$ cat src/rtl/dsq_pkg.sv
package dsq_pkg;

  // Per-latch ordering protocol, two bits per latch in the PROTO vector.
  typedef enum logic [1:0] {
    PR_SEMI   = 2'd0,
    PR_FULL   = 2'd1,
    PR_NONOV  = 2'd2,
    PR_SIMPLE = 2'd3
  } proto_e;

endpackage

$ cat src/rtl/dsq_ctrl.sv
// Enable controller of one latch: fires open and close events from neighbour state.
module dsq_ctrl
  import dsq_pkg::*;
#(
  parameter proto_e PROTO      = PR_FULL,
  parameter bit     RESET_OPEN = 1'b0
) (
  input  logic clk,
  input  logic rst,
  input  logic pred_tok,   // predecessor holds an item not yet taken
  input  logic own_tok,    // this latch holds an item not yet taken
  input  logic pred_en,
  input  logic succ_en,
  input  logic succ_ok,    // successor open (or sink) for simple-protocol close
  output logic en,
  output logic open_ev,
  output logic close_ev
);
  localparam bit CHK_SUCC = (PROTO != PR_FULL);
  localparam bit CHK_PRED = (PROTO == PR_NONOV);
  localparam bit HOLD     = (PROTO == PR_SIMPLE);

  logic en_q;
  logic can_take;

  assign can_take = pred_tok & ~own_tok & ~en_q;
  assign open_ev  = can_take & ~(CHK_SUCC & succ_en) & ~(CHK_PRED & pred_en);
  assign close_ev = en_q & (~HOLD | succ_ok);

  always_ff @(posedge clk) begin
    if (rst)           en_q <= RESET_OPEN;
    else if (open_ev)  en_q <= 1'b1;
    else if (close_ev) en_q <= 1'b0;
  end

  assign en = en_q;
endmodule

$ cat src/rtl/dsq_slot.sv
// Data latch and token flag of one stage.
module dsq_slot #(
  parameter int         W         = 8,
  parameter bit         RESET_TOK = 1'b0,
  parameter logic [W-1:0] RESET_VAL = '0
) (
  input  logic         clk,
  input  logic         rst,
  input  logic         open_ev,
  input  logic         take_ev,
  input  logic [W-1:0] din,
  output logic [W-1:0] q,
  output logic         tok
);
  always_ff @(posedge clk) begin
    if (rst) begin
      q   <= RESET_VAL;
      tok <= RESET_TOK;
    end else if (open_ev) begin
      q   <= din;
      tok <= 1'b1;
    end else if (take_ev) begin
      tok <= 1'b0;
    end
  end
endmodule

$ cat src/rtl/dsq_stall_mon.sv
// Flags a run of STALL_LIMIT cycles without any enable change.
module dsq_stall_mon #(
  parameter int N           = 8,
  parameter int STALL_LIMIT = 64
) (
  input  logic         clk,
  input  logic         rst,
  input  logic [N-1:0] en,
  output logic         stalled
);
  localparam int CW = $clog2(STALL_LIMIT + 1);

  logic [N-1:0]  en_prev;
  logic [CW-1:0] quiet;
  logic          moved;

  assign moved = (en != en_prev);

  always_ff @(posedge clk) begin
    if (rst) begin
      en_prev <= '0;
      quiet   <= '0;
    end else begin
      en_prev <= en;
      if (moved)                       quiet <= '0;
      else if (quiet != CW'(STALL_LIMIT)) quiet <= quiet + 1'b1;
    end
  end

  assign stalled = (quiet == CW'(STALL_LIMIT));
endmodule

$ cat src/rtl/dsq_sequencer.sv
module dsq_sequencer
  import dsq_pkg::*;
#(
  parameter int             N           = 8,
  parameter int             W           = 8,
  parameter bit             RING        = 1'b1,
  parameter logic [2*N-1:0] PROTO       = 16'h4849,
  parameter int             STALL_LIMIT = 64
) (
  input  logic           clk,
  input  logic           rst,
  input  logic [W-1:0]   in_data,
  output logic [N-1:0]   lat_en,
  output logic [N*W-1:0] lat_q,
  output logic           stalled
);
  // Master-side combinational function between pairs.
  function automatic logic [W-1:0] step_fn(input logic [W-1:0] x);
    return {x[W-2:0], x[W-1]} + W'(1);
  endfunction

  // Reset contents of the master latch of pair p.
  function automatic logic [W-1:0] init_val(input int p);
    return W'(p * 17 + 90);
  endfunction

  function automatic bit has_simple(input logic [2*N-1:0] pv);
    bit r = 1'b0;
    for (int k = 0; k < N; k++)
      if (pv[2*k +: 2] == 2'd3) r = 1'b1;
    return r;
  endfunction

  localparam bit BAD_SHAPE = (N < 2) || (N % 2 != 0) || (RING && N < 4);
  localparam bit BAD_RING  = RING && has_simple(PROTO);

  if (BAD_SHAPE) begin : g_bad_shape
    $error("dsq_sequencer: latch count must be even (and at least 4 in a ring)");
  end
  if (BAD_RING) begin : g_bad_ring
    $error("dsq_sequencer: simple protocol in a ring can deadlock");
  end

  logic [N-1:0] tok, open_ev, close_ev, take_ev;
  logic [N-1:0] pred_tok_v, pred_en_v, succ_en_v, succ_ok_v;
  logic [W-1:0] q   [N];
  logic [W-1:0] din [N];

  if (RING) begin : g_ring_in
    logic unused_in;
    assign unused_in = ^in_data;
  end

  for (genvar i = 0; i < N; i++) begin : g_lat
    localparam int     PI      = (i == 0) ? N - 1 : i - 1;
    localparam int     SI      = (i == N - 1) ? 0 : i + 1;
    localparam bit     MASTER  = (i % 2 == 0);
    localparam proto_e PR      = proto_e'(PROTO[2*i +: 2]);

    if (!RING && i == 0) begin : g_src
      assign pred_tok_v[i] = 1'b1;
      assign pred_en_v[i]  = 1'b0;
      assign din[i]        = in_data;
    end else begin : g_pred
      assign pred_tok_v[i] = tok[PI];
      assign pred_en_v[i]  = lat_en[PI];
      if (MASTER) begin : g_fn
        assign din[i] = step_fn(q[PI]);
      end else begin : g_cp
        assign din[i] = q[PI];
      end
    end

    if (!RING && i == N - 1) begin : g_sink
      assign succ_en_v[i] = 1'b0;
      assign succ_ok_v[i] = 1'b1;
      assign take_ev[i]   = tok[i];
    end else begin : g_succ
      assign succ_en_v[i] = lat_en[SI];
      assign succ_ok_v[i] = lat_en[SI];
      assign take_ev[i]   = open_ev[SI];
    end

    dsq_ctrl #(
      .PROTO     (PR),
      .RESET_OPEN(!MASTER)
    ) u_ctrl (
      .clk     (clk),
      .rst     (rst),
      .pred_tok(pred_tok_v[i]),
      .own_tok (tok[i]),
      .pred_en (pred_en_v[i]),
      .succ_en (succ_en_v[i]),
      .succ_ok (succ_ok_v[i]),
      .en      (lat_en[i]),
      .open_ev (open_ev[i]),
      .close_ev(close_ev[i])
    );

    dsq_slot #(
      .W        (W),
      .RESET_TOK(MASTER),
      .RESET_VAL(MASTER ? init_val(i / 2) : '0)
    ) u_slot (
      .clk    (clk),
      .rst    (rst),
      .open_ev(open_ev[i]),
      .take_ev(take_ev[i]),
      .din    (din[i]),
      .q      (q[i]),
      .tok    (tok[i])
    );

    assign lat_q[i*W +: W] = q[i];
  end

  logic unused_close;
  assign unused_close = ^close_ev;

  dsq_stall_mon #(
    .N          (N),
    .STALL_LIMIT(STALL_LIMIT)
  ) u_stall (
    .clk    (clk),
    .rst    (rst),
    .en     (lat_en),
    .stalled(stalled)
  );
endmodule

$ cat config.mk
export PLATFORM = sky130hd
export DESIGN_NAME = dsq_sequencer
export DESIGN_NICKNAME = d
export VERILOG_FILES = /design/src/rtl/dsq_pkg.sv /design/src/rtl/dsq_ctrl.sv /design/src/rtl/dsq_slot.sv /design/src/rtl/dsq_stall_mon.sv /design/src/rtl/dsq_sequencer.sv
export SDC_FILE = /design/constraint.sdc
export NUM_CORES = 1
export LEC_CHECK = 0
export ABC_AREA = 1
export BUFFER_PORTS_ARGS = -buffer_cell sky130_fd_sc_hd__buf_2
export CAP_MARGIN = 20
export CORE_UTILIZATION = 45
export CTS_BUF_LIST = sky130_fd_sc_hd__clkbuf_16
export CTS_CLUSTER_SIZE = 20
export DETAILED_ROUTE_END_ITERATION = 8
export PLACE_DENSITY = 0.66
export SETUP_SLACK_MARGIN = 0.4
export SLEW_MARGIN = 40
export SYNTH_ARGS = -nofsm -noshare
export SYNTH_HDL_FRONTEND = slang
export SYNTH_HIERARCHICAL = 1
export SYNTH_SLANG_ARGS = --single-unit
$ cat constraint.sdc
create_clock -name clk -period 1.3 [get_ports clk]
set_clock_uncertainty 0.1 [all_clocks]
set_input_delay 0.26 -clock clk [delete_from_list [all_inputs] [get_ports clk]]
set_output_delay 0.26 -clock clk [all_outputs]
set_load 0.01 [all_outputs]
==> out/metrics.cfg <==
[route]
num_vias=4829
drtIter0Drc=177
ant_nets=0
wl_per_cell_um=16.5
routed_wl_um=15700
drc=0
firstDrtPassIters=4
viasPerCell=5.08

[clock_tree]
cts_buffers=9
cts_root_buf=clkbuf_16
clkSlewWorstSetupHoldPaths_ns=0.07
cts.path.max_buffers=2
clock-sinks=95
cts_tree=built
h-tree-depth=3
hold_buffers=0
clock_latency_ns=0.34

[pwr]
max-vdd-ir-drop_mv=0.753
p_sw_uw=3090
p_per_area_nw_per_um2=1150
p_total_uw=9110
power_leakage_uw=0.00355
pwr-share-comb_pct=31.0
swShare_pct=33.9
internal_power_uw=6020
pwr-share-seq_pct=40.0
p_clk_share_pct=29.0

[die]
initial_utilization_pct=46.6
core_area_um2=9280
die_area_um2=10000
die_h_um=100
ios=83
die_x_um=100
rows=35

[job]
drv_cap=0

[synth]
syn_nets=635
synth_top_family_by_area=simple AND/OR/NAND/NOR gates
avgSynthCellArea_um2=6.99
ys_seq_area_share_pct=43.9
yosysUniqueCellTypes=19
yosys.area_share.simple_pct=32.4
synthAdderAreaFrac_pct=1.73
yosys_warnings=6
syn_area_um2=4330
synth_area_leaders=dfxtp_1, nand2_1, nor2_1, inv_1, o21ai_0
synth_top_area_cell=dfxtp_1
syn_inst=619
synth_top_area_share_pct=43.9
ys_seq_elements=95
synth_xor_area_share_pct=3.64
synthMuxAreaShare_pct=0
synth_compound_area_share_pct=6.59

[min_path]
hold_path.class=in2reg
min-delay-start=rst

[setup_path]
critPathMaxFanout=2
end_kind=output pin
slowest_delay_ns=0.32
start_kind=register
rr_startpoint=u_stall/quiet[1]$_SDFFE_PP0N_
critPathTopFamily=flip-flops
crit_start=u_stall/quiet[1]$_SDFFE_PP0N_
required_ns=0.94
worstPathBufferInverterCount=4
path_cells=inv_2 > ha_4 > inv_2 > nor2_2 > nand3_2 > inv_2 > buf_6
cp_common_cell=inv_2
worst_ep_arrival_time_ns=1.21
cp_slowest_cell=dfxtp_2
worstSetupPathType=reg2out

[sta]
setup_viol=7
worst_slack_ns=-0.269
rsz0062_at_grt=yes
drv_slew=0
min_period_ns=1.57
hold_viol=0
fmax_mhz=637
period_share_pct=121
slew_headroom_pct=71.5
whs_ns=0.239
tightest_slew_ns=0.428

[run_status]
violations=setup timing
status=complete, but fails checks

[placed_design]
dpl_cell_area_um2=5090
gp_congestion=0.761
portBuffers=74
hpwl_um=7170

[global_route]
grt_usage_pct=27.2
gr-total-overflow=0
grt_max_degree=18
antenna_found_initial=0
grt_pass1_wl_um=21500
first_global_vias=4607

[final_layout]
drive_gt1_share_pct=64.8
nets=833
antenna_cells=0
post-route-cell-area_um2=7960
area_growth_pct=83.9

-- metal layers --
metal	GRT usage, %	vias up	wire [um]	share of wire (%)
met2	49.6	156	8560	54
met5	0	-	0	0
met4	10.0	0	568	3.6
li1	-	2281	-	-
met1	31.0	2341	5880	37
met3	5.99	51	704	4.5
-- worst register-to-register path: cells and delay by family (launching register included) --
| family | cells | cell delay [ns] |
|---|---|---|
| DFF | 1 | 0.32 |
| adders and majority gates | 1 | 0.13 |
| and+or+nand+nor | 3 | 0.26 |
| AOI/OAI and AO/OA | 1 | 0.18 |
| buffers and inverters | 4 | 0.31 |
-- cell usage after synthesis --
master and count:
nand2_1 140, nor2_1 126, inv_1 99, dfxtp_1 95, o21ai_0 41, nand3_1 32
nor2_2 24, xnor2_1 9, xor2_1 9, buf_4 8, nand3_2 7, ha_1 6
a21oi_2 5, buf_6 5, inv_2 5, o21ai_1 4, nand2_2 2, nor3_2 1
o21ai_4 1
-- layout by cell type (no fill, tap or decap), types with 9 or more instances in the layout --
master      synthesis  routed
buf_4               8      85
buf_6               5      98
clkbuf_16           0       9
clkinv_8            0      11
clkinvlp_4          0       9
dfxtp_1            95      13
dfxtp_2             0      41
dfxtp_4             0      41
inv_1              99      69
inv_2               5      15
nand2_1           140      91
nand2_2             2      34
nand2_4             0      17
nand3_1            32      13
nand3_2             7      13
nand3_4             0      13
nor2_1            126      72
nor2_2             24      35
nor2_4              0      43
o21ai_1             4      14
o21ai_2             0      27
-- final timing paths --
| path | slack [ns] | cells past startpoint | to |
|---|---|---|---|
| max | -0.27 | 7 | stalled |
| min | 0.24 | 2 | g_lat[0].u_ctrl/close_ev$_SDFF_PP0_ |
| max reg2reg | -0.06 | 9 | u_stall/quiet[1]$_SDFFE_PP0N_ |
| min reg2reg | 0.39 | 2 | g_lat[1].u_slot/tok$_SDFFE_PP0P_ |
-- power by group through the flow --
stage / Clock, uW / Sequential [uW] / Combinational, uW
floorplan: 0 / 3620 / 810
global placement: 0 / 3620 / 1200
detailed placement: 0 / 3630 / 1220
CTS: 2610 / 3610 / 2230
global route: 2800 / 3680 / 3000
finish: 2640 / 3650 / 2820
-- cell type report --
cell class	instances	area (um2)
Clock buffer	9	225
Clock inverter	7	65.1
Fill cell	474	1330
Inverter	104	556
Multi-Input combinational cell	407	2900
Sequential cell	95	2110
Tap cell	129	161
Timing Repair Buffer	189	1830
Timing Repair inverter	11	113
-- what timing repair did --
action,CTS,global route
pin swaps,87,60
setup buffers,75,27
endpoints found under the hold margin,0,0
resized for setup,341,153
cloned,10,1
endpoints found under the setup margin,152,158
-- stage by stage --
step / TNS, ns / setup WS (ns) / util (%) / std cells
after global routing: -1.26 / -0.337 / 85.7 / 951
after detailed placement: -0.172 / -0.0351 / 54.8 / 822
after floorplan: 0 / 0.137 / - / 619
after global placement: -0.0350 / -0.0200 / 54.8 / 822
final: -0.471 / -0.269 / 85.7 / 951
after CTS: -0.284 / -0.276 / 77.8 / 923
-- registers in the layout (all words and copies together) (netlist names) --
name,count
g_lat.u_slot/q,64
g_lat.u_slot/tok,8
u_stall/en_prev,8
u_stall/quiet,7
g_lat.u_ctrl/close_ev,8
-- kinds of logic (layout without fill, tap and decap cells) --
family | after synthesis | in the layout
AOI/OAI and AO/OA | 51 | 51
xor gates and xnor gates | 18 | 18
adders and majority gates | 6 | 6
buffers and inverters | 117 | 320
DFF | 95 | 95
and+or+nand+nor | 332 | 332
No activity file was read; power rests on OpenSTA's default activity.
